===== src/rtl/mbox_pkg.sv =====
package mbox_pkg;

  localparam int DATA_W    = 32;
  localparam int BE_W      = DATA_W / 8;
  localparam int FLAG_WORD = 0;
  localparam int OPA_WORD  = 1;
  localparam int OPB_WORD  = 2;
  localparam int RES_WORD  = 3;
  localparam logic [DATA_W-1:0] GO_VALUE = DATA_W'(1);

  typedef logic [DATA_W-1:0] word_t;

  // Sequencer states. Each shared-RAM read occupies an issue edge, a wait
  // state (_W) and a capture state (_C).
  typedef enum logic [3:0] {
    ST_SETTLE, // one idle cycle after the flag clear so the next poll sees it
    ST_POLL_W,
    ST_POLL_C,
    ST_OPA_W,
    ST_OPA_C,
    ST_OPB_W,
    ST_OPB_C,
    ST_SC_RA,  // scratch write lands, scratch read address issued
    ST_SC_RW,
    ST_SC_RC,
    ST_CLEAR
  } seq_state_e;

  // Wrap-around combine of the two operands.
  function automatic word_t mbox_combine(input word_t a, input word_t b);
    return a + b;
  endfunction

  // The command starts only on an exact match with the go value.
  function automatic logic mbox_is_go(input word_t flag);
    return flag == GO_VALUE;
  endfunction

endpackage


===== src/rtl/mbox_scratch_ram.sv =====
module mbox_scratch_ram #(
  parameter int DW    = 32,
  parameter int DEPTH = 4,
  localparam int AW   = (DEPTH > 1) ? $clog2(DEPTH) : 1
) (
  input  logic          clk,
  input  logic          we,
  input  logic [AW-1:0] waddr,
  input  logic [DW-1:0] wdata,
  input  logic [AW-1:0] raddr,
  output logic [DW-1:0] rdata
);

  logic [DW-1:0] store [DEPTH];

  // Write port.
  always_ff @(posedge clk) begin
    if (we) begin
      store[waddr] <= wdata;
    end
  end

  // Registered read port. A read in the same cycle as a write to the same
  // slot returns the old contents.
  always_ff @(posedge clk) begin
    rdata <= store[raddr];
  end

endmodule


===== src/rtl/mbox_ctrl.sv =====
module mbox_ctrl
  import mbox_pkg::*;
#(
  parameter int ADDR_W  = 8,
  parameter int SC_AW   = 2,
  parameter int SC_SLOT = 2
) (
  input  logic              clk,
  input  logic              rst,
  output logic [ADDR_W-1:0] sh_addr_o,
  output logic              sh_we_o,
  output word_t             sh_wdata_o,
  input  word_t             sh_rdata_i,
  output logic              sc_we_o,
  output logic [SC_AW-1:0]  sc_waddr_o,
  output word_t             sc_wdata_o,
  output logic [SC_AW-1:0]  sc_raddr_o,
  input  word_t             sc_rdata_i,
  output logic              done_o
);

  localparam logic [ADDR_W-1:0] A_FLAG = ADDR_W'(FLAG_WORD);
  localparam logic [ADDR_W-1:0] A_OPA  = ADDR_W'(OPA_WORD);
  localparam logic [ADDR_W-1:0] A_OPB  = ADDR_W'(OPB_WORD);
  localparam logic [ADDR_W-1:0] A_RES  = ADDR_W'(RES_WORD);
  localparam logic [SC_AW-1:0]  S_SLOT = SC_AW'(SC_SLOT);

  seq_state_e state_q;
  word_t      op_a_q;
  word_t      sum_q;

  // Named internal events.
  logic flag_hit;    // flag captured and equal to the go value
  logic flag_miss;   // flag captured with any other value
  logic sc_capture;  // scratch read data is sampled
  logic clr_issue;   // flag-clear write is being set up

  assign flag_hit   = (state_q == ST_POLL_C) &&  mbox_is_go(sh_rdata_i);
  assign flag_miss  = (state_q == ST_POLL_C) && !mbox_is_go(sh_rdata_i);
  assign sc_capture = (state_q == ST_SC_RC);
  assign clr_issue  = (state_q == ST_CLEAR);

  always_ff @(posedge clk) begin
    if (rst) begin
      state_q    <= ST_SETTLE;
      sh_addr_o  <= A_FLAG;
      sh_we_o    <= 1'b0;
      sh_wdata_o <= '0;
      sc_we_o    <= 1'b0;
      sc_waddr_o <= '0;
      sc_wdata_o <= '0;
      sc_raddr_o <= '0;
      done_o     <= 1'b0;
      op_a_q     <= '0;
      sum_q      <= '0;
    end else begin
      sh_we_o <= 1'b0;
      sc_we_o <= 1'b0;
      done_o  <= 1'b0;
      unique case (state_q)
        ST_SETTLE: begin
          sh_addr_o <= A_FLAG;
          state_q   <= ST_POLL_W;
        end
        ST_POLL_W: state_q <= ST_POLL_C;
        ST_POLL_C: begin
          if (flag_hit) begin
            sh_addr_o <= A_OPA;
            state_q   <= ST_OPA_W;
          end else if (flag_miss) begin
            state_q   <= ST_POLL_W;
          end
        end
        ST_OPA_W: state_q <= ST_OPA_C;
        ST_OPA_C: begin
          op_a_q    <= sh_rdata_i;
          sh_addr_o <= A_OPB;
          state_q   <= ST_OPB_W;
        end
        ST_OPB_W: state_q <= ST_OPB_C;
        ST_OPB_C: begin
          sum_q      <= mbox_combine(op_a_q, sh_rdata_i);
          sc_we_o    <= 1'b1;
          sc_waddr_o <= S_SLOT;
          sc_wdata_o <= mbox_combine(op_a_q, sh_rdata_i);
          state_q    <= ST_SC_RA;
        end
        ST_SC_RA: begin
          sc_raddr_o <= S_SLOT;
          state_q    <= ST_SC_RW;
        end
        ST_SC_RW: state_q <= ST_SC_RC;
        ST_SC_RC: begin
          sh_addr_o  <= A_RES;
          sh_wdata_o <= sc_rdata_i;
          sh_we_o    <= 1'b1;
          state_q    <= ST_CLEAR;
        end
        ST_CLEAR: begin
          sh_addr_o  <= A_FLAG;
          sh_wdata_o <= '0;
          sh_we_o    <= 1'b1;
          done_o     <= 1'b1;
          state_q    <= ST_SETTLE;
        end
        default: state_q <= ST_SETTLE;
      endcase
    end
  end

  AST_RESET_QUIET: assert property (@(posedge clk)
    rst |=> (!sh_we_o && !done_o && sh_addr_o == A_FLAG));

  AST_READ_ADDR_HOLD: assert property (@(posedge clk) disable iff (rst)
    (!sh_we_o && sh_addr_o != $past(sh_addr_o)) |=> $stable(sh_addr_o));

  AST_SCRATCH_READBACK: assert property (@(posedge clk) disable iff (rst)
    sc_capture |-> (sc_rdata_i == sum_q));

  AST_CLEAR_FOLLOWS_RESULT: assert property (@(posedge clk) disable iff (rst)
    (sh_we_o && sh_addr_o == A_RES) |=> (sh_we_o && sh_addr_o == A_FLAG && sh_wdata_o == '0));

  AST_DONE_WITH_CLEAR: assert property (@(posedge clk) disable iff (rst)
    done_o |-> (sh_we_o && sh_addr_o == A_FLAG && sh_wdata_o == '0));

  AST_DONE_SINGLE: assert property (@(posedge clk) disable iff (rst)
    done_o |=> !done_o);

  AST_WRITE_TARGETS: assert property (@(posedge clk) disable iff (rst)
    sh_we_o |-> (sh_addr_o == A_RES || (sh_addr_o == A_FLAG && sh_wdata_o == '0)));

  AST_CLEAR_ONLY_AFTER_ISSUE: assert property (@(posedge clk) disable iff (rst)
    clr_issue |=> done_o);

endmodule


===== src/rtl/mbox_seq.sv =====
module mbox_seq
  import mbox_pkg::*;
#(
  parameter int ADDR_W   = 8,
  parameter int SC_DEPTH = 4,
  parameter int SC_SLOT  = 2
) (
  input  logic              clk,
  input  logic              rst,
  output logic [ADDR_W-1:0] sh_addr,
  output logic              sh_we,
  output logic [3:0]        sh_be,
  output logic [31:0]       sh_wdata,
  input  logic [31:0]       sh_rdata,
  output logic              done
);

  localparam int SC_AW = (SC_DEPTH > 1) ? $clog2(SC_DEPTH) : 1;

  logic             sc_we;
  logic [SC_AW-1:0] sc_waddr;
  logic [SC_AW-1:0] sc_raddr;
  word_t            sc_wdata;
  word_t            sc_rdata;

  assign sh_be = {BE_W{1'b1}};

  mbox_ctrl #(
    .ADDR_W (ADDR_W),
    .SC_AW  (SC_AW),
    .SC_SLOT(SC_SLOT)
  ) ctrl_i (
    .clk       (clk),
    .rst       (rst),
    .sh_addr_o (sh_addr),
    .sh_we_o   (sh_we),
    .sh_wdata_o(sh_wdata),
    .sh_rdata_i(sh_rdata),
    .sc_we_o   (sc_we),
    .sc_waddr_o(sc_waddr),
    .sc_wdata_o(sc_wdata),
    .sc_raddr_o(sc_raddr),
    .sc_rdata_i(sc_rdata),
    .done_o    (done)
  );

  mbox_scratch_ram #(
    .DW   (DATA_W),
    .DEPTH(SC_DEPTH)
  ) scratch_i (
    .clk  (clk),
    .we   (sc_we),
    .waddr(sc_waddr),
    .wdata(sc_wdata),
    .raddr(sc_raddr),
    .rdata(sc_rdata)
  );

endmodule


===== config.mk =====
export PLATFORM = sky130hd
export DESIGN_NAME = mbox_seq
export DESIGN_NICKNAME = d
export VERILOG_FILES = /design/src/rtl/mbox_pkg.sv /design/src/rtl/mbox_scratch_ram.sv /design/src/rtl/mbox_ctrl.sv /design/src/rtl/mbox_seq.sv
export SDC_FILE = /design/constraint.sdc
export NUM_CORES = 1
export LEC_CHECK = 0
export BUFFER_PORTS_ARGS = -buffer_cell sky130_fd_sc_hd__buf_4
export CORE_AREA = 2 2 128 130
export CTS_BUF_LIST = sky130_fd_sc_hd__clkbuf_8 sky130_fd_sc_hd__clkbuf_16
export CTS_CLUSTER_DIAMETER = 200
export DETAILED_ROUTE_END_ITERATION = 8
export DIE_AREA = 0 0 130 132
export GPL_ROUTABILITY_DRIVEN = 0
export PLACE_DENSITY = 0.74
export SLEW_MARGIN = 5
export SYNTH_ARGS = -nofsm -noshare
export SYNTH_HDL_FRONTEND = slang
export SYNTH_SLANG_ARGS = --single-unit

===== constraint.sdc =====
create_clock -name clk -period 2.4 [get_ports clk]
set_input_delay 0.12 -clock clk [delete_from_list [all_inputs] [get_ports clk]]
set_output_delay 0.12 -clock clk [all_outputs]
set_load 0.02 [all_outputs]

# --- Yosys cells after proc, flatten, opt, wreduce, memory -nomap -nowiden ---
# Memories as Yosys holds them, arrays and structs flattened. A register that Yosys moved wholly into a read port is not among the register bits.
# Index checks and enable logic that the tools add are counted.
word_totals:
  mem_count: 1
  ramBits: 128
  elab_cells: 45
  regBits: 113
  output_inout_bits: 46
memory_table:
  columns: ["name", "depth", "word_bits", "read_ports", "rd_ports_with_merged_regs", "wr", "line", "source"]
  rows:
  - ["scratch_i.store", 4, 32, 1, 1, 1, "mbox_scratch_ram.sv:14", "logic [DW-1:0] store [DEPTH];"]
classes:
  n_addsub: 1
  muxes: 11
  reduce_logical: 9
  eq_ne: 13
op_table:
  columns: ["operator", "count"]
  rows:
  - ["one-hot mux 32 bit (2 select lines)", 1]
  - ["one-hot mux 4 bit (10 select lines)", 1]
  - ["adder 32 bit", 1]
  - ["== test 32 x 1 -> 1 bit, second input constant", 1]
  - ["one-hot mux 8 bit (4 select lines)", 1]
  - ["== test 4 x 3 -> 1 bit, second input constant", 4]
  - ["== test 4 bit, second input constant", 3]
  - ["== test 4 x 2 -> 1 bit, second input constant", 2]
  - ["two-way mux 4 bit", 2]
  - ["two-way mux 8 bit", 1]
  - ["two-way mux 1 bit", 5]
  - ["== test 4 x 1 -> 1 bit, second input constant", 1]
  - ["zero test 4 bit", 1]
  - ["nonzero test 4 bit", 1]
  - ["OR reduction 2 bit", 2]
  - ["inequality test 3 x 1 -> 1 bit, second input constant", 1]
  - ["logical AND 1 bit", 2]
  - ["inequality test 2 x 1 -> 1 bit, second input constant", 1]
  - ["AND reduction 2 bit", 1]
  - ["nonzero test 2 bit", 1]
  - ["zero test 1 bit", 1]

# --- Longest topological paths before layout ---
# Gate-level depths: netlist of run 1.
depth:
  depth_word: 6
  ltp_mapped: 10
  ltp_nobuf: 10

# --- Cells and area by module ---
# From an unflattened synthesis of run 1, not the netlist that was laid out.
unflattened:
  cells_unflattened: 911
  hier_area_um2: 10990.5
by_module_without_submodules:
  columns: ["mod", "n_inst", "cells_per_inst", "area_per_inst_um2"]
  rows:
  - ["mbox_ctrl", 1, 703, 5626.6]
  - ["mbox_scratch_ram", 1, 203, 5330.1]
  - ["mbox_seq", 1, 5, 33.8]

# --- Worst setup path after synthesis of run 1 ---
# OpenSTA, ideal clock, no wires.
synth_timing:
  path_kind: "reg2reg"
  startpoint: "reg ctrl_i.op_a_q[0]"
  endpoint: "reg ctrl_i.sc_wdata_o[8]"
  arrival_ns: 2.158
  slack_ns: 0.180
  path_stages_with_launch: 11
  period_less_slack_ns: 2.220
  required_time_ns: 2.338
  cell_sequence: "dfxtp_1 -> ha_1 -> inv_1 -> fa_1 -> and2b_4 -> o21bai_1 -> a21boi_0 -> o21ai_0 -> o2bb2ai_1 -> or4_1 -> nand3_1"
synth_via:
  elab_chain_cells: 1
synth_rtl:
  columns: ["item", "line", "source"]
  rows:
  - ["start, declared", "mbox_ctrl.sv:29", "word_t op_a_q;"]
  - ["start signal, assigned", "mbox_ctrl.sv:76", "op_a_q <= sh_rdata_i;"]
  - ["adder 32 bit", null, null]
  - ["end signal, assigned", "mbox_ctrl.sv:85", "sc_wdata_o <= mbox_combine(op_a_q, sh_rdata_i);"]
  - ["end, declared", "mbox_ctrl.sv:16", "output word_t sc_wdata_o,"]
# Every way passes these cells.
# A chain may end at the register's enable or synchronous reset.

# --- Worst setup path in the final report of run 1 ---
layout_timing:
  startpoint: "in sh_rdata[11]"
  endpoint: "reg ctrl_i.sc_wdata_o[30]"
layout_via:
  elab_chain_cells: 1
layout_rtl:
  columns: ["item", "line", "source"]
  rows:
  - ["start, declared", "mbox_seq.sv:14", "input logic [31:0] sh_rdata,"]
  - ["adder 32 bit", null, null]
# Every way passes these cells.

==> out/summary.json, run 1 <==
{
  "outcome": {"value": "complete, no violations"},
  "cts.reportedPaths.clkPinSlew": {"value": 0.06, "unit": "ns"},
  "yosysMostFrequentCell": {"value": "dfxtp_1"},
  "ff2ff_path_depth": {"value": 8},
  "timing.critical_path.cells": {"value": "dlygate4sd3_1 -> buf_4 -> ha_1 -> nand2_2 -> or4_4 -> a211o_1 -> a31oi_4 -> a41oi_2 -> xor2_1 -> o21ai_1"},
  "port-buffer-count": {"value": 69},
  "drt_pass1_iterations": {"value": 4},
  "finalSetupViolCount": {"value": 0},
  "synth_area_leader_cell": {"value": "dfxtp_1"},
  "slew_viol_final": {"value": 0},
  "crit_path_max_incr_delay": {"value": 0.54, "unit": "ns"},
  "post_synth_fa_ha_maj_area_fraction": {"value": 4.79, "unit": "%"},
  "synth_edf_count": {"value": 64},
  "synth.distinct_cells": {"value": 62},
  "initial_core_util": {"value": 54.2, "unit": "%"},
  "critical_path_peak_fanout": {"value": 3},
  "instances_no_fill": {"value": 1184},
  "timing_hold_violations_final": {"value": 0},
  "post-route-cell-area": {"value": 0.0104, "unit": "mm²"},
  "avgRoutedWirePerCell": {"value": 14.5, "unit": "µm"},
  "synth_top_family_by_area": {"value": "compound AO/OA/AOI/OAI gates"},
  "netlist_top_cells_count": {"value": "139 x dfxtp_1, 132 x nand2_1, 87 x a21oi_1, 75 x nor2_1, 64 x edfxtp_1"},
  "route.vias.total": {"value": 6296},
  "htree_levels": {"value": 1},
  "fmax": {"value": 429, "unit": "MHz"},
  "fill_cells": {"value": 1227},
  "postSynthRegisterBits": {"value": 203},
  "numCtsBuffers": {"value": 21},
  "setup.worst_path.end_class": {"value": "flop"},
  "postRouteAntennaNets": {"value": 0},
  "buf_inv_on_cp": {"value": 2},
  "antenna_found_initial": {"value": 0},
  "rsz0062_at_grt": {"value": "yes"},
  "diodes": {"value": 0},
  "nNetsFinal": {"value": 1020},
  "post_synth_inst_count": {"value": 844},
  "cts_tree": {"value": "done"},
  "hpwlAfterDp": {"value": 11.6, "unit": "mm"},
  "async_reset_ff_share": {"value": 0, "unit": "%"},
  "dieWidth": {"value": 130, "unit": "µm"},
  "globalRouteOverflowTotal": {"value": 0},
  "setup.reg_to_reg.worst_slack": {"value": 0.08, "unit": "ns"},
  "setup.worst_path.start_class": {"value": "input pin"},
  "final_layout_size_suffix_gt1_share": {"value": 19.6, "unit": "%"},
  "ys_top_cells_by_area": {"value": "dfxtp_1 33%, edfxtp_1 23%, nand2_1 5.8%"},
  "clock-root-buffer": {"value": "clkbuf_16"},
  "initialDrtViolationCount": {"value": 281},
  "growth_of_design_area_from_synthesis_to_finish": {"value": 22.5, "unit": "%"},
  "slew_at_the_pin_with_the_worst_max_slew_slack": {"value": 1.15, "unit": "ns"},
  "path_class": {"value": "input pin to flop"},
  "num_io_pins": {"value": 80},
  "worst_hold_path_type": {"value": "input pin to flop"},
  "critical_path.reg2reg.endpoint": {"value": "ctrl_i.sc_wdata_o[30]"},
  "fp.dieArea": {"value": 0.0172, "unit": "mm²"},
  "seq_area": {"value": 0.00471, "unit": "mm²"},
  "worstPathArrival": {"value": 2.68, "unit": "ns"},
  "clk-insertion-delay-late": {"value": 0.48, "unit": "ns"},
  "placedInstanceArea": {"value": 0.00932, "unit": "mm²"},
  "min_to": {"value": "ctrl_i.sc_waddr_o[1]"},
  "synth_compound_gate_area_share": {"value": 15.1, "unit": "%"},
  "maxCapViolCount": {"value": 0},
  "postSynth.topFlopCell": {"value": "dfxtp_1"},
  "post_synth.cell_area_avg": {"value": 10.1, "unit": "µm²"},
  "synth_simple_gate_area_share": {"value": 14.3, "unit": "%"},
  "min_from": {"value": "rst"},
  "final_min_period_over_clock_period": {"value": 97.1, "unit": "%"},
  "die_y": {"value": 132, "unit": "µm"},
  "wire_length_of_the_first_global_routing_pass": {"value": 28.3, "unit": "mm"},
  "worst_hold_path.num_cells": {"value": 2},
  "numPlacedInstances": {"value": 1111},
  "skew": {"value": 0.0104, "unit": "ns"},
  "regToRegStartpoint": {"value": "ctrl_i.op_a_q[6]"},
  "cp_top_family": {"value": "compound AO/OA/AOI/OAI gates"},
  "placementRows": {"value": 46},
  "power-per-cell-area": {"value": 697, "unit": "mW/mm²"},
  "multi_input_area": {"value": 0.00362, "unit": "mm²"},
  "fraction_of_synthesized_cell_area_in_xor_and_xnor_cells": {"value": 2.47, "unit": "%"},
  "detail_route.vias_per_cell": {"value": 5.32},
  "clk_path_buf_depth": {"value": 3},
  "vias_in_the_first_global_route": {"value": 5742},
  "synth-seq-area-share": {"value": 55.2, "unit": "%"},
  "grt_max_degree": {"value": 71},
  "fp.coreArea": {"value": 0.0157, "unit": "mm²"},
  "yosys.area.top_type_share": {"value": 32.7, "unit": "%"},
  "wl": {"value": 17.2, "unit": "mm"},
  "grt_usage": {"value": 20.0, "unit": "%"},
  "reported_leakage_power": {"value": 4.04, "unit": "nW"},
  "post-route-min-period": {"value": 2.33, "unit": "ns"},
  "vdd_ir_drop_max": {"value": 459, "unit": "µV"},
  "final_core_util": {"value": 66.4, "unit": "%"},
  "post-route-drc-count": {"value": 0},
  "critical_path_required": {"value": 2.75, "unit": "ns"},
  "tns": {"value": 0, "unit": "ns"},
  "ys_warns": {"value": 0},
  "critical-path-slowest-cell": {"value": "dlygate4sd3_1"},
  "slew-limit-headroom": {"value": 23.5, "unit": "%"},
  "synth.area.mux_share": {"value": 4.58, "unit": "%"},
  "syn-cell-area": {"value": 0.00852, "unit": "mm²"},
  "clkSinkCount": {"value": 203}
}
layer usage:
layer | share of wire (%) | track usage, % | vias up
met5 | 0 | 0 | -
met4 | 1.5 | 4.72 | 0
met3 | 4.5 | 2.96 | 24
met2 | 46 | 31.1 | 163
met1 | 49 | 29.6 | 2899
li1 | - | - | 3210
final cells by class:
cell class	count	share of cell area (%)
clock buffer	23	5.51
clock inverter	14	1.32
inverter	11	0.396
multi-input combinational	585	34.7
sequential	203	45.1
tap	216	2.59
timing repair buffer	132	10.4
worst max path at each step:
| stage | from | end | slack, ns | cells after the start |
|---|---|---|---|---|
| 2_1_floorplan | ctrl_i.op_a_q[0] | ctrl_i.sc_wdata_o[8] | 0.18 | 10 |
| 3_3_place_gp | ctrl_i.op_a_q[8] | ctrl_i.sc_wdata_o[30] | 0.07 | 8 |
| 3_5_place_dp | ctrl_i.op_a_q[0] | ctrl_i.sc_wdata_o[30] | -0.02 | 10 |
| 4_1_cts | ctrl_i.op_a_q[0] | ctrl_i.sc_wdata_o[30] | 0.004 | 10 |
| 5_1_grt | ctrl_i.op_a_q[7] | ctrl_i.sc_wdata_o[31] | -0.03 | 8 |
| 6_report | sh_rdata[11] | ctrl_i.sc_wdata_o[30] | 0.07 | 10 |
worst register-to-register path, stage by stage, from the launching register on:
cell     delay (ns)
dfxtp_1        0.31
ha_1           0.31
nand2_2        0.06
or4_4          0.54
a211o_1        0.35
a31oi_4        0.21
a41oi_2        0.15
xor2_1         0.18
o21ai_1        0.07
power breakdown:
group / internal, mW / switching [mW] / total (mW)
Sequential: 3.54 / 0.0156 / 3.55
Clock: 1.96 / 1.32 / 3.28
Combinational: 0.193 / 0.251 / 0.445
cell families (layout without fill, tap and decap cells):
group / count (synthesis) / after routing
and+or+nand+nor: 276 / 276
AOI/OAI and AO/OA: 208 / 208
DFF: 203 / 203
buffers and inverters: 64 / 180
muxes: 35 / 35
adders and majority gates: 32 / 32
xor gates and xnor gates: 24 / 24
other: 2 / 10
what timing repair did:
action,4_1_cts,5_1_grt
buffers inserted,4,0
endpoints found under the hold margin,32,0
pin swaps,5,4
gates resized for setup,4,7
hold buffers,32,0
setup endpoints to repair,2,12
state kept, by name (all words and copies together), names as in the netlist:
name and flops:
ctrl_i.sc_raddr_o 1, ctrl_i.sh_wdata_o 32, ctrl_i.sc_waddr_o 1, ctrl_i.sh_addr_o 2
ctrl_i.state_q 4, scratch_i.store 64, ctrl_i.sc_wdata_o 32, ctrl_i.sc_we_o 1
ctrl_i.op_a_q 32, scratch_i.rdata 32, ctrl_i.done_o 1, ctrl_i.sh_we_o 1
stage by stage:
stage | power (mW) | hold slack [ns] | setup WS [ns]
floorplan | 3.89 | 0.256 | 0.180
global placement | 4.02 | 0.390 | 0.0735
detailed placement | 4.02 | 0.394 | -0.0162
CTS | 7.35 | 0.0164 | 0.00398
global route | 7.54 | 0.0397 | -0.0293
finish | 7.28 | 0.0249 | 0.0696
layout by cell type (no fill, tap or decap), drive strengths merged, types with 7 or more instances in the layout:
| cell type | instances |
|---|---|
| nand2 | 134 |
| nor3 | 9 |
| edfxtp | 64 |
| o21bai | 7 |
| inv | 15 |
| dfxtp | 139 |
| nor2 | 75 |
| a211oi | 10 |
| xnor2 | 10 |
| dlygate4sd3 | 32 |
| mux2 | 32 |
| a21oi | 87 |
| clkbuf | 23 |
| xor2 | 14 |
| ha | 31 |
| a22oi | 32 |
| o21ai | 37 |
| conb | 10 |
| buf | 100 |
| nand3 | 11 |
Power figures use the tool's default switching activity.
==> run 2: changes to the inputs <==
ABC_AREA = 1   (was default)
CORE_AREA = 2 2 134 136   (was 2 2 128 130)
DIE_AREA = 0 0 136 138   (was 0 0 130 132)
PLACE_DENSITY = 0.73   (was 0.74)
==> run 2 against run 1 <==
  * Synthesized cell count grew 46%
  * Total power grew 0.63%
  * Global-route usage grew 1.2 points
  * Critical endpoint is now ctrl_i.sc_wdata_o[28]
  * Hold slack gained 0.41 ns
  * Via count grew 20%
  * Wire length grew 14%
  * Critical path depth grew 3
  * Clock skew is essentially flat
==> out/summary.json, run 2 <==
{
  "setup.reg_to_reg.worst_slack": {"value": 0.38, "unit": "ns", "change": "+0.30 ns"},
  "netlist_top_cells_count": {"value": "399 x nand2_1, 172 x nor2_1, 147 x inv_1, 139 x dfxtp_1, 67 x a21oi_1"},
  "wire_length_of_the_first_global_routing_pass": {"value": 32.7, "unit": "mm", "change": "+15%"},
  "clock-root-buffer": {"value": "clkbuf_16"},
  "clk-insertion-delay-late": {"value": 0.49, "unit": "ns", "change": "about the same"},
  "antenna_found_initial": {"value": 0, "change": "unchanged"},
  "ff2ff_path_depth": {"value": 13, "change": "+5"},
  "syn-cell-area": {"value": 0.00937, "unit": "mm²", "change": "+10%"},
  "async_reset_ff_share": {"value": 0, "unit": "%", "change": "unchanged"},
  "synth.distinct_cells": {"value": 37, "change": "-40%"},
  "post_synth_inst_count": {"value": 1229, "change": "+46%"},
  "slew_at_the_pin_with_the_worst_max_slew_slack": {"value": 0.730, "unit": "ns", "change": "-0.417 ns"},
  "cts.reportedPaths.clkPinSlew": {"value": 0.06, "unit": "ns", "change": "about the same"},
  "regToRegStartpoint": {"value": "ctrl_i.op_a_q[0]"},
  "numCtsBuffers": {"value": 21, "change": "unchanged"},
  "detail_route.vias_per_cell": {"value": 4.80, "change": "-9.6%"},
  "cts_post_setup_buffers_inserted": {"value": 0, "change": "-4"},
  "setup.worst_path.start_class": {"value": "flop"},
  "grt_usage": {"value": 21.2, "unit": "%", "change": "+1.2 points"},
  "worstPathArrival": {"value": 2.40, "unit": "ns", "change": "-0.28 ns"},
  "rsz0062_at_grt": {"value": "no"},
  "dieWidth": {"value": 136, "unit": "µm", "change": "+4.6%"},
  "placementRows": {"value": 49, "change": "+6.5%"},
  "finalSetupViolCount": {"value": 0, "change": "unchanged"},
  "skew": {"value": 0.0102, "unit": "ns", "change": "-0.000183 ns"},
  "route.vias.total": {"value": 7534, "change": "+20%"},
  "post-route-drc-count": {"value": 0, "change": "unchanged"},
  "power-per-cell-area": {"value": 665, "unit": "mW/mm²", "change": "-4.7%"},
  "yosysMostFrequentCell": {"value": "nand2_1"},
  "synth_area_leader_cell": {"value": "dfxtp_1"},
  "quantity_of_gates_resized_following_cts": {"value": 0, "change": "-4"},
  "drt_pass1_iterations": {"value": 8, "change": "+4"},
  "postRouteAntennaNets": {"value": 0, "change": "unchanged"},
  "fp.dieArea": {"value": 0.0188, "unit": "mm²", "change": "+9.4%"},
  "path_class": {"value": "flop to flop"},
  "htree_levels": {"value": 1, "change": "unchanged"},
  "postSynth.topFlopCell": {"value": "dfxtp_1"},
  "crit_end": {"value": "ctrl_i.sc_wdata_o[28]"},
  "largest_reg_flops": {"value": 64, "change": "unchanged"},
  "maxCapViolCount": {"value": 0, "change": "unchanged"},
  "growth_of_design_area_from_synthesis_to_finish": {"value": 17.6, "unit": "%"},
  "clk_path_buf_depth": {"value": 3, "change": "unchanged"},
  "port-buffer-count": {"value": 69, "change": "unchanged"},
  "critical_path.reg2reg.endpoint": {"value": "ctrl_i.sc_wdata_o[28]"},
  "critical_path_required": {"value": 2.78, "unit": "ns", "change": "+0.03 ns"},
  "cts-hold-fix-buffers": {"value": 33, "change": "+3.1%"},
  "ys_top_cells_by_area": {"value": "dfxtp_1 30%, edfxtp_1 21%, nand2_1 16%"},
  "vdd_ir_drop_max": {"value": 619, "unit": "µV", "change": "+35%"},
  "clkSinkCount": {"value": 203, "change": "unchanged"},
  "die_y": {"value": 138, "unit": "µm", "change": "+4.5%"},
  "globalRouteOverflowTotal": {"value": 0, "change": "unchanged"},
  "num_io_pins": {"value": 80, "change": "unchanged"},
  "final_min_period_over_clock_period": {"value": 84.1, "unit": "%", "change": "-13 points"},
  "tns": {"value": 0, "unit": "ns", "change": "unchanged"},
  "initialDrtViolationCount": {"value": 499, "change": "+78%"},
  "timing_hold_violations_final": {"value": 0, "change": "unchanged"},
  "grt_max_degree": {"value": 60, "change": "-15%"},
  "slew-limit-headroom": {"value": 51.2, "unit": "%", "change": "+28 points"},
  "critical_path_peak_fanout": {"value": 4, "change": "+1"},
  "worst_hold_path_type": {"value": "flop to flop"},
  "layout_commonest_cell": {"value": "nand2_1"},
  "fp.coreArea": {"value": 0.0175, "unit": "mm²", "change": "+12%"},
  "slew_viol_final": {"value": 0, "change": "unchanged"},
  "wl": {"value": 19.6, "unit": "mm", "change": "+14%"},
  "outcome": {"value": "complete, no violations"},
  "timing.critical_path.from": {"value": "ctrl_i.op_a_q[0]"},
  "hpwlAfterDp": {"value": 13.7, "unit": "mm", "change": "+18%"},
  "avgRoutedWirePerCell": {"value": 12.5, "unit": "µm", "change": "-14%"},
  "setup.worst_path.end_class": {"value": "flop"},
  "final_core_util": {"value": 62.8, "unit": "%", "change": "-3.6 points"},
  "vias_in_the_first_global_route": {"value": 6908, "change": "+20%"},
  "hold_ws": {"value": 0.432, "unit": "ns", "change": "+0.407 ns"},
  "post_synth.cell_area_avg": {"value": 7.63, "unit": "µm²", "change": "-24%"},
  "initial_core_util": {"value": 53.5, "unit": "%", "change": "-0.77 points"},
  "synth_edf_count": {"value": 64, "change": "unchanged"},
  "postSynthRegisterBits": {"value": 203, "change": "unchanged"},
  "post-route-min-period": {"value": 2.02, "unit": "ns", "change": "-0.311 ns"},
  "fmax": {"value": 495, "unit": "MHz", "change": "+15%"},
  "synth-seq-area-share": {"value": 50.2, "unit": "%", "change": "-5.0 points"},
  "reported_leakage_power": {"value": 5.22, "unit": "nW", "change": "+29%"},
  "ys_warns": {"value": 0, "change": "unchanged"},
  "yosys.area.top_type_share": {"value": 29.7, "unit": "%", "change": "-3.0 points"},
  "cts_tree": {"value": "done"},
  "final_layout_size_suffix_gt1_share": {"value": 10.7, "unit": "%", "change": "-8.9 points"},
  "nNetsFinal": {"value": 1391, "change": "+36%"},
  "register_with_the_highest_flop_count": {"value": "scratch_i.store"},
  "layout.cells.most_common_list": {"value": "399 x nand2_1, 171 x nor2_1, 149 x inv_1, 139 x dfxtp_1, 78 x buf_4"},
  "diodes": {"value": 0, "change": "unchanged"},
  "post-layout-total-power": {"value": 7.32, "unit": "mW", "change": "+0.63%"}
}
-- run 2: per-stage QoR --
stage	setup WS (ns)	area, µm²	std cells
finish	0.381	11000	1568
global placement	0.456	10000	1498
floorplan	0.268	9400	1237
global route	0.187	11000	1568
detailed placement	0.413	10000	1498
CTS	0.389	11000	1568
-- run 2: layer usage --
layer  track usage, %  wire length (µm)  vias up
li1                 -                 -     4013
met1             28.8              9290     3300
met2             34.8              8790      186
met3             3.08              1020       35
met4             6.85               518        0
met5                0                 0        -
-- run 2: power breakdown --
group          internal [mW]  total [mW]  switching [mW]
combinational          0.229       0.606           0.377
sequential              3.56        3.59          0.0253
clock                   1.84        3.13            1.29
total                   5.63        7.32            1.69
-- run 2: worst min path at each step --
stage | end | cells after the start | from
2_1_floorplan | ctrl_i.op_a_q[10] | 2 | sh_rdata[10]
3_3_place_gp | ctrl_i.op_a_q[13] | 3 | sh_rdata[13]
3_5_place_dp | ctrl_i.op_a_q[17] | 3 | sh_rdata[17]
4_1_cts | ctrl_i.op_a_q[17] | 4 | sh_rdata[17]
5_1_grt | scratch_i.rdata[7] | 2 | scratch_i.store[0][7]
6_report | scratch_i.rdata[23] | 2 | scratch_i.store[0][23]
-- run 2: cell type report --
class	count	area, µm²
clock buffer	22	539
timing repair buffer	112	936
multi-input combinational	833	3850
clock inverter	15	126
inverter	154	578
fill	1514	6520
sequential	203	4700
tap	229	287
-- run 2: kinds of logic (layout without fill, tap and decap cells) --
group | Yosys count | count (layout) | share of synthesized area, %
other cells | 2 | 10 | 0.0801
buf+inv | 201 | 303 | 9.10
fa+ha+maj | 32 | 32 | 4.35
simple gates | 649 | 649 | 27.9
compound gates | 129 | 129 | 7.19
flops | 203 | 203 | 50.2
xor+xnor | 13 | 13 | 1.21
-- run 2: critical path, stage by stage, from the launching register on --
cell     delay (ns)
dfxtp_1        0.34
ha_1           0.21
inv_1          0.07
fa_1           0.39
inv_1          0.11
nand3_1        0.07
nand3_1        0.17
nand3_1        0.12
nand3_2        0.11
nand2_1        0.07
nand3_1        0.08
nand3_1        0.08
nand2_1        0.07
inv_1          0.03
==> run 3: changes to the inputs <==
CORE_AREA = 2 2 135 137   (was 2 2 134 136)
DIE_AREA = 0 0 137 139   (was 0 0 136 138)
PLACE_DENSITY = 0.75   (was 0.73)
clock period = 1.7 ns   (was 2.4 ns; I/O delays follow)
==> run 3 against run 2 <==
  * The run now ends with negative setup slack left
  * Utilization increased by 6.7 points
  * Setup slack got worse by 0.44 ns
  * Register-to-register slack worse by 0.44 ns
  * Non-clock buffer count rose by 44
  * Sequential share of layout area fell by 4.2 points
==> out/summary.json, run 3 (synthesis results as in run 2) <==
{
  "vdd_ir_drop_max": {"value": 796, "unit": "µV", "change": "+29%"},
  "layout.cells.most_common_list": {"value": "363 x nand2_1, 155 x nor2_1, 146 x inv_1, 121 x dfxtp_1, 116 x buf_4"},
  "numPlacedInstances": {"value": 1537, "change": "+2.6%"},
  "fmax": {"value": 568, "unit": "MHz", "change": "+15%"},
  "fill_cells": {"value": 1373, "change": "-9.3%"},
  "avgRoutedWirePerCell": {"value": 13.4, "unit": "µm", "change": "+7.2%"},
  "post-route-min-period": {"value": 1.76, "unit": "ns", "change": "-0.259 ns"},
  "setup.worst_path.start_class": {"value": "flop"},
  "drt_pass1_iterations": {"value": 5, "change": "-3"},
  "tns": {"value": -0.201, "unit": "ns", "change": "-0.201 ns"},
  "initial_core_util": {"value": 53.1, "unit": "%", "change": "-0.37 points"},
  "clk-insertion-delay-late": {"value": 0.50, "unit": "ns", "change": "about the same"},
  "path_class": {"value": "flop to flop"},
  "post-route-drc-count": {"value": 0, "change": "unchanged"},
  "slew_viol_final": {"value": 0, "change": "unchanged"},
  "placementRows": {"value": 49, "change": "unchanged"},
  "grt_most_used_layer": {"value": "met2"},
  "layout_setup_ws": {"value": -0.0606, "unit": "ns", "change": "-0.441 ns"},
  "cts.reportedPaths.clkPinSlew": {"value": 0.06, "unit": "ns", "change": "about the same"},
  "clk_path_buf_depth": {"value": 3, "change": "unchanged"},
  "critical_path_peak_fanout": {"value": 4, "change": "unchanged"},
  "layout_commonest_cell": {"value": "nand2_1"},
  "route.vias.total": {"value": 8021, "change": "+6.5%"},
  "grt_util_met2": {"value": 35.7, "unit": "%", "change": "+0.88 points"},
  "wl": {"value": 21.7, "unit": "mm", "change": "+10%"},
  "finalSetupViolCount": {"value": 9, "change": "+9"},
  "fp.dieArea": {"value": 0.0190, "unit": "mm²", "change": "+1.5%"},
  "slew-limit-headroom": {"value": 66.0, "unit": "%", "change": "+15 points"},
  "largest_reg_flops": {"value": 64, "change": "unchanged"},
  "fp.coreArea": {"value": 0.0177, "unit": "mm²", "change": "+0.70%"},
  "groute.layer.met3.usage": {"value": 3.07, "unit": "%", "change": "-0.010 points"},
  "htree_levels": {"value": 1, "change": "unchanged"},
  "final_core_util": {"value": 69.5, "unit": "%", "change": "+6.7 points"},
  "final_min_period_over_clock_period": {"value": 104, "unit": "%", "change": "+19 points"},
  "num_io_pins": {"value": 80, "change": "unchanged"},
  "timing_hold_violations_final": {"value": 0, "change": "unchanged"},
  "placedInstanceArea": {"value": 0.0104, "unit": "mm²", "change": "+3.8%"},
  "slew_at_the_pin_with_the_worst_max_slew_slack": {"value": 0.507, "unit": "ns", "change": "-0.223 ns"},
  "maxCapViolCount": {"value": 0, "change": "unchanged"},
  "power-per-cell-area": {"value": 906, "unit": "mW/mm²", "change": "+36%"},
  "postRouteAntennaNets": {"value": 0, "change": "unchanged"},
  "vias_in_the_first_global_route": {"value": 7343, "change": "+6.3%"},
  "numCtsBuffers": {"value": 22, "change": "+4.8%"},
  "rsz0062_at_grt": {"value": "yes"},
  "cts_tree": {"value": "done"},
  "register_with_the_highest_flop_count": {"value": "scratch_i.store"},
  "growth_of_design_area_from_synthesis_to_finish": {"value": 30.9, "unit": "%"},
  "initialDrtViolationCount": {"value": 471, "change": "-5.6%"},
  "critical_path_required": {"value": 2.08, "unit": "ns", "change": "-0.70 ns"},
  "worstPathArrival": {"value": 2.14, "unit": "ns", "change": "-0.26 ns"},
  "dieWidth": {"value": 137, "unit": "µm", "change": "+0.74%"},
  "antenna_found_initial": {"value": 0, "change": "unchanged"},
  "grt_usage": {"value": 22.0, "unit": "%", "change": "+0.83 points"},
  "wire_length_of_the_first_global_routing_pass": {"value": 34.3, "unit": "mm", "change": "+4.9%"},
  "hpwlAfterDp": {"value": 14.2, "unit": "mm", "change": "+3.9%"},
  "diodes": {"value": 0, "change": "unchanged"},
  "failing_checks": {"value": "negative setup slack"},
  "port-buffer-count": {"value": 69, "change": "unchanged"},
  "final_layout_size_suffix_gt1_share": {"value": 23.4, "unit": "%", "change": "+13 points"},
  "reported_leakage_power": {"value": 5.59, "unit": "nW", "change": "+6.9%"},
  "die_y": {"value": 139, "unit": "µm", "change": "+0.72%"},
  "grt_max_degree": {"value": 45, "change": "-25%"},
  "worst_hold_path_type": {"value": "input pin to flop"},
  "clock-root-buffer": {"value": "clkbuf_16"},
  "met1_usage": {"value": 29.8, "unit": "%", "change": "+1.0 points"},
  "timing.critical_path.from": {"value": "ctrl_i.op_a_q[0]"},
  "instances_no_fill": {"value": 1615, "change": "+3.0%"},
  "nNetsFinal": {"value": 1436, "change": "+3.2%"},
  "clkSinkCount": {"value": 203, "change": "unchanged"},
  "regToRegStartpoint": {"value": "ctrl_i.op_a_q[0]"},
  "detail_route.vias_per_cell": {"value": 4.97, "change": "+3.4%"},
  "min_from": {"value": "sh_rdata[29]"},
  "outcome": {"value": "complete, but fails checks"},
  "post-route-cell-area": {"value": 0.0123, "unit": "mm²", "change": "+11%"},
  "skew": {"value": 0.0237, "unit": "ns", "change": "+0.0134 ns"},
  "globalRouteOverflowTotal": {"value": 0, "change": "unchanged"},
  "setup.worst_path.end_class": {"value": "flop"}
}
run 3: critical path: stages (launching register included):
cell and delay (ns):
dfxtp_2 0.35, ha_4 0.13, inv_2 0.03, fa_2 0.34
inv_2 0.08, nand3_2 0.08, nand3_4 0.11, a21oi_4 0.08
nor2_2 0.12, nor2_2 0.05, nand2_1 0.06, nand2_1 0.04
o21ai_1 0.12, inv_1 0.05
run 3: power breakdown:
part           internal (mW)  switching [mW]  leakage [nW]
clock                   3.00            1.88         0.378
sequential              5.03          0.0454          1.71
combinational          0.509           0.655          3.50
total                   8.54            2.58          5.59
run 3: path summary, 6_finish.rpt:
path,endpoint,depth (start not counted),slack (ns)
max,ctrl_i.sc_wdata_o[16],13,-0.06
min,ctrl_i.op_a_q[29],4,0.42
max reg2reg,ctrl_i.sc_wdata_o[16],13,-0.06
min reg2reg,scratch_i.rdata[2],2,0.44
run 3: cell type report:
type                            instances  area [µm²]  share of cell area (%)
Tap cell                              229         287                    2.33
Sequential cell                       203        4730                    38.5
Inverter                              154         578                    4.71
Clock buffer                           25         603                    4.91
Clock inverter                         15         155                    1.26
Multi-Input combinational cell        833        4580                    37.3
Timing Repair Buffer                  156        1340                    10.9
run 3: metrics by stage:
| step | hold slack, ns | power (mW) | setup WS (ns) |
|---|---|---|---|
| 2_1_floorplan | 0.233 | 5.73 | 0.00743 |
| 3_3_place_gp | 0.360 | 6.04 | -0.0481 |
| 3_5_place_dp | 0.367 | 6.05 | -0.102 |
| 4_1_cts | 0.391 | 11.0 | -0.0335 |
| 5_1_grt | 0.434 | 11.5 | -0.163 |
| 6_report | 0.417 | 11.1 | -0.0606 |
run 3: timing repair:
item,CTS,global route
gates resized for setup,42,116
hold buffers,33,0
buffers inserted,1,4
setup endpoints to repair,20,27
hold endpoints to repair,51,0
pin swaps,7,18
run 3: metal layers:
| metal | up-vias | wire length (µm) |
|---|---|---|
| met3 | 40 | 1240 |
| met5 | - | 0 |
| li1 | 4097 | - |
| met4 | 0 | 605 |
| met1 | 3637 | 9620 |
| met2 | 247 | 10200 |
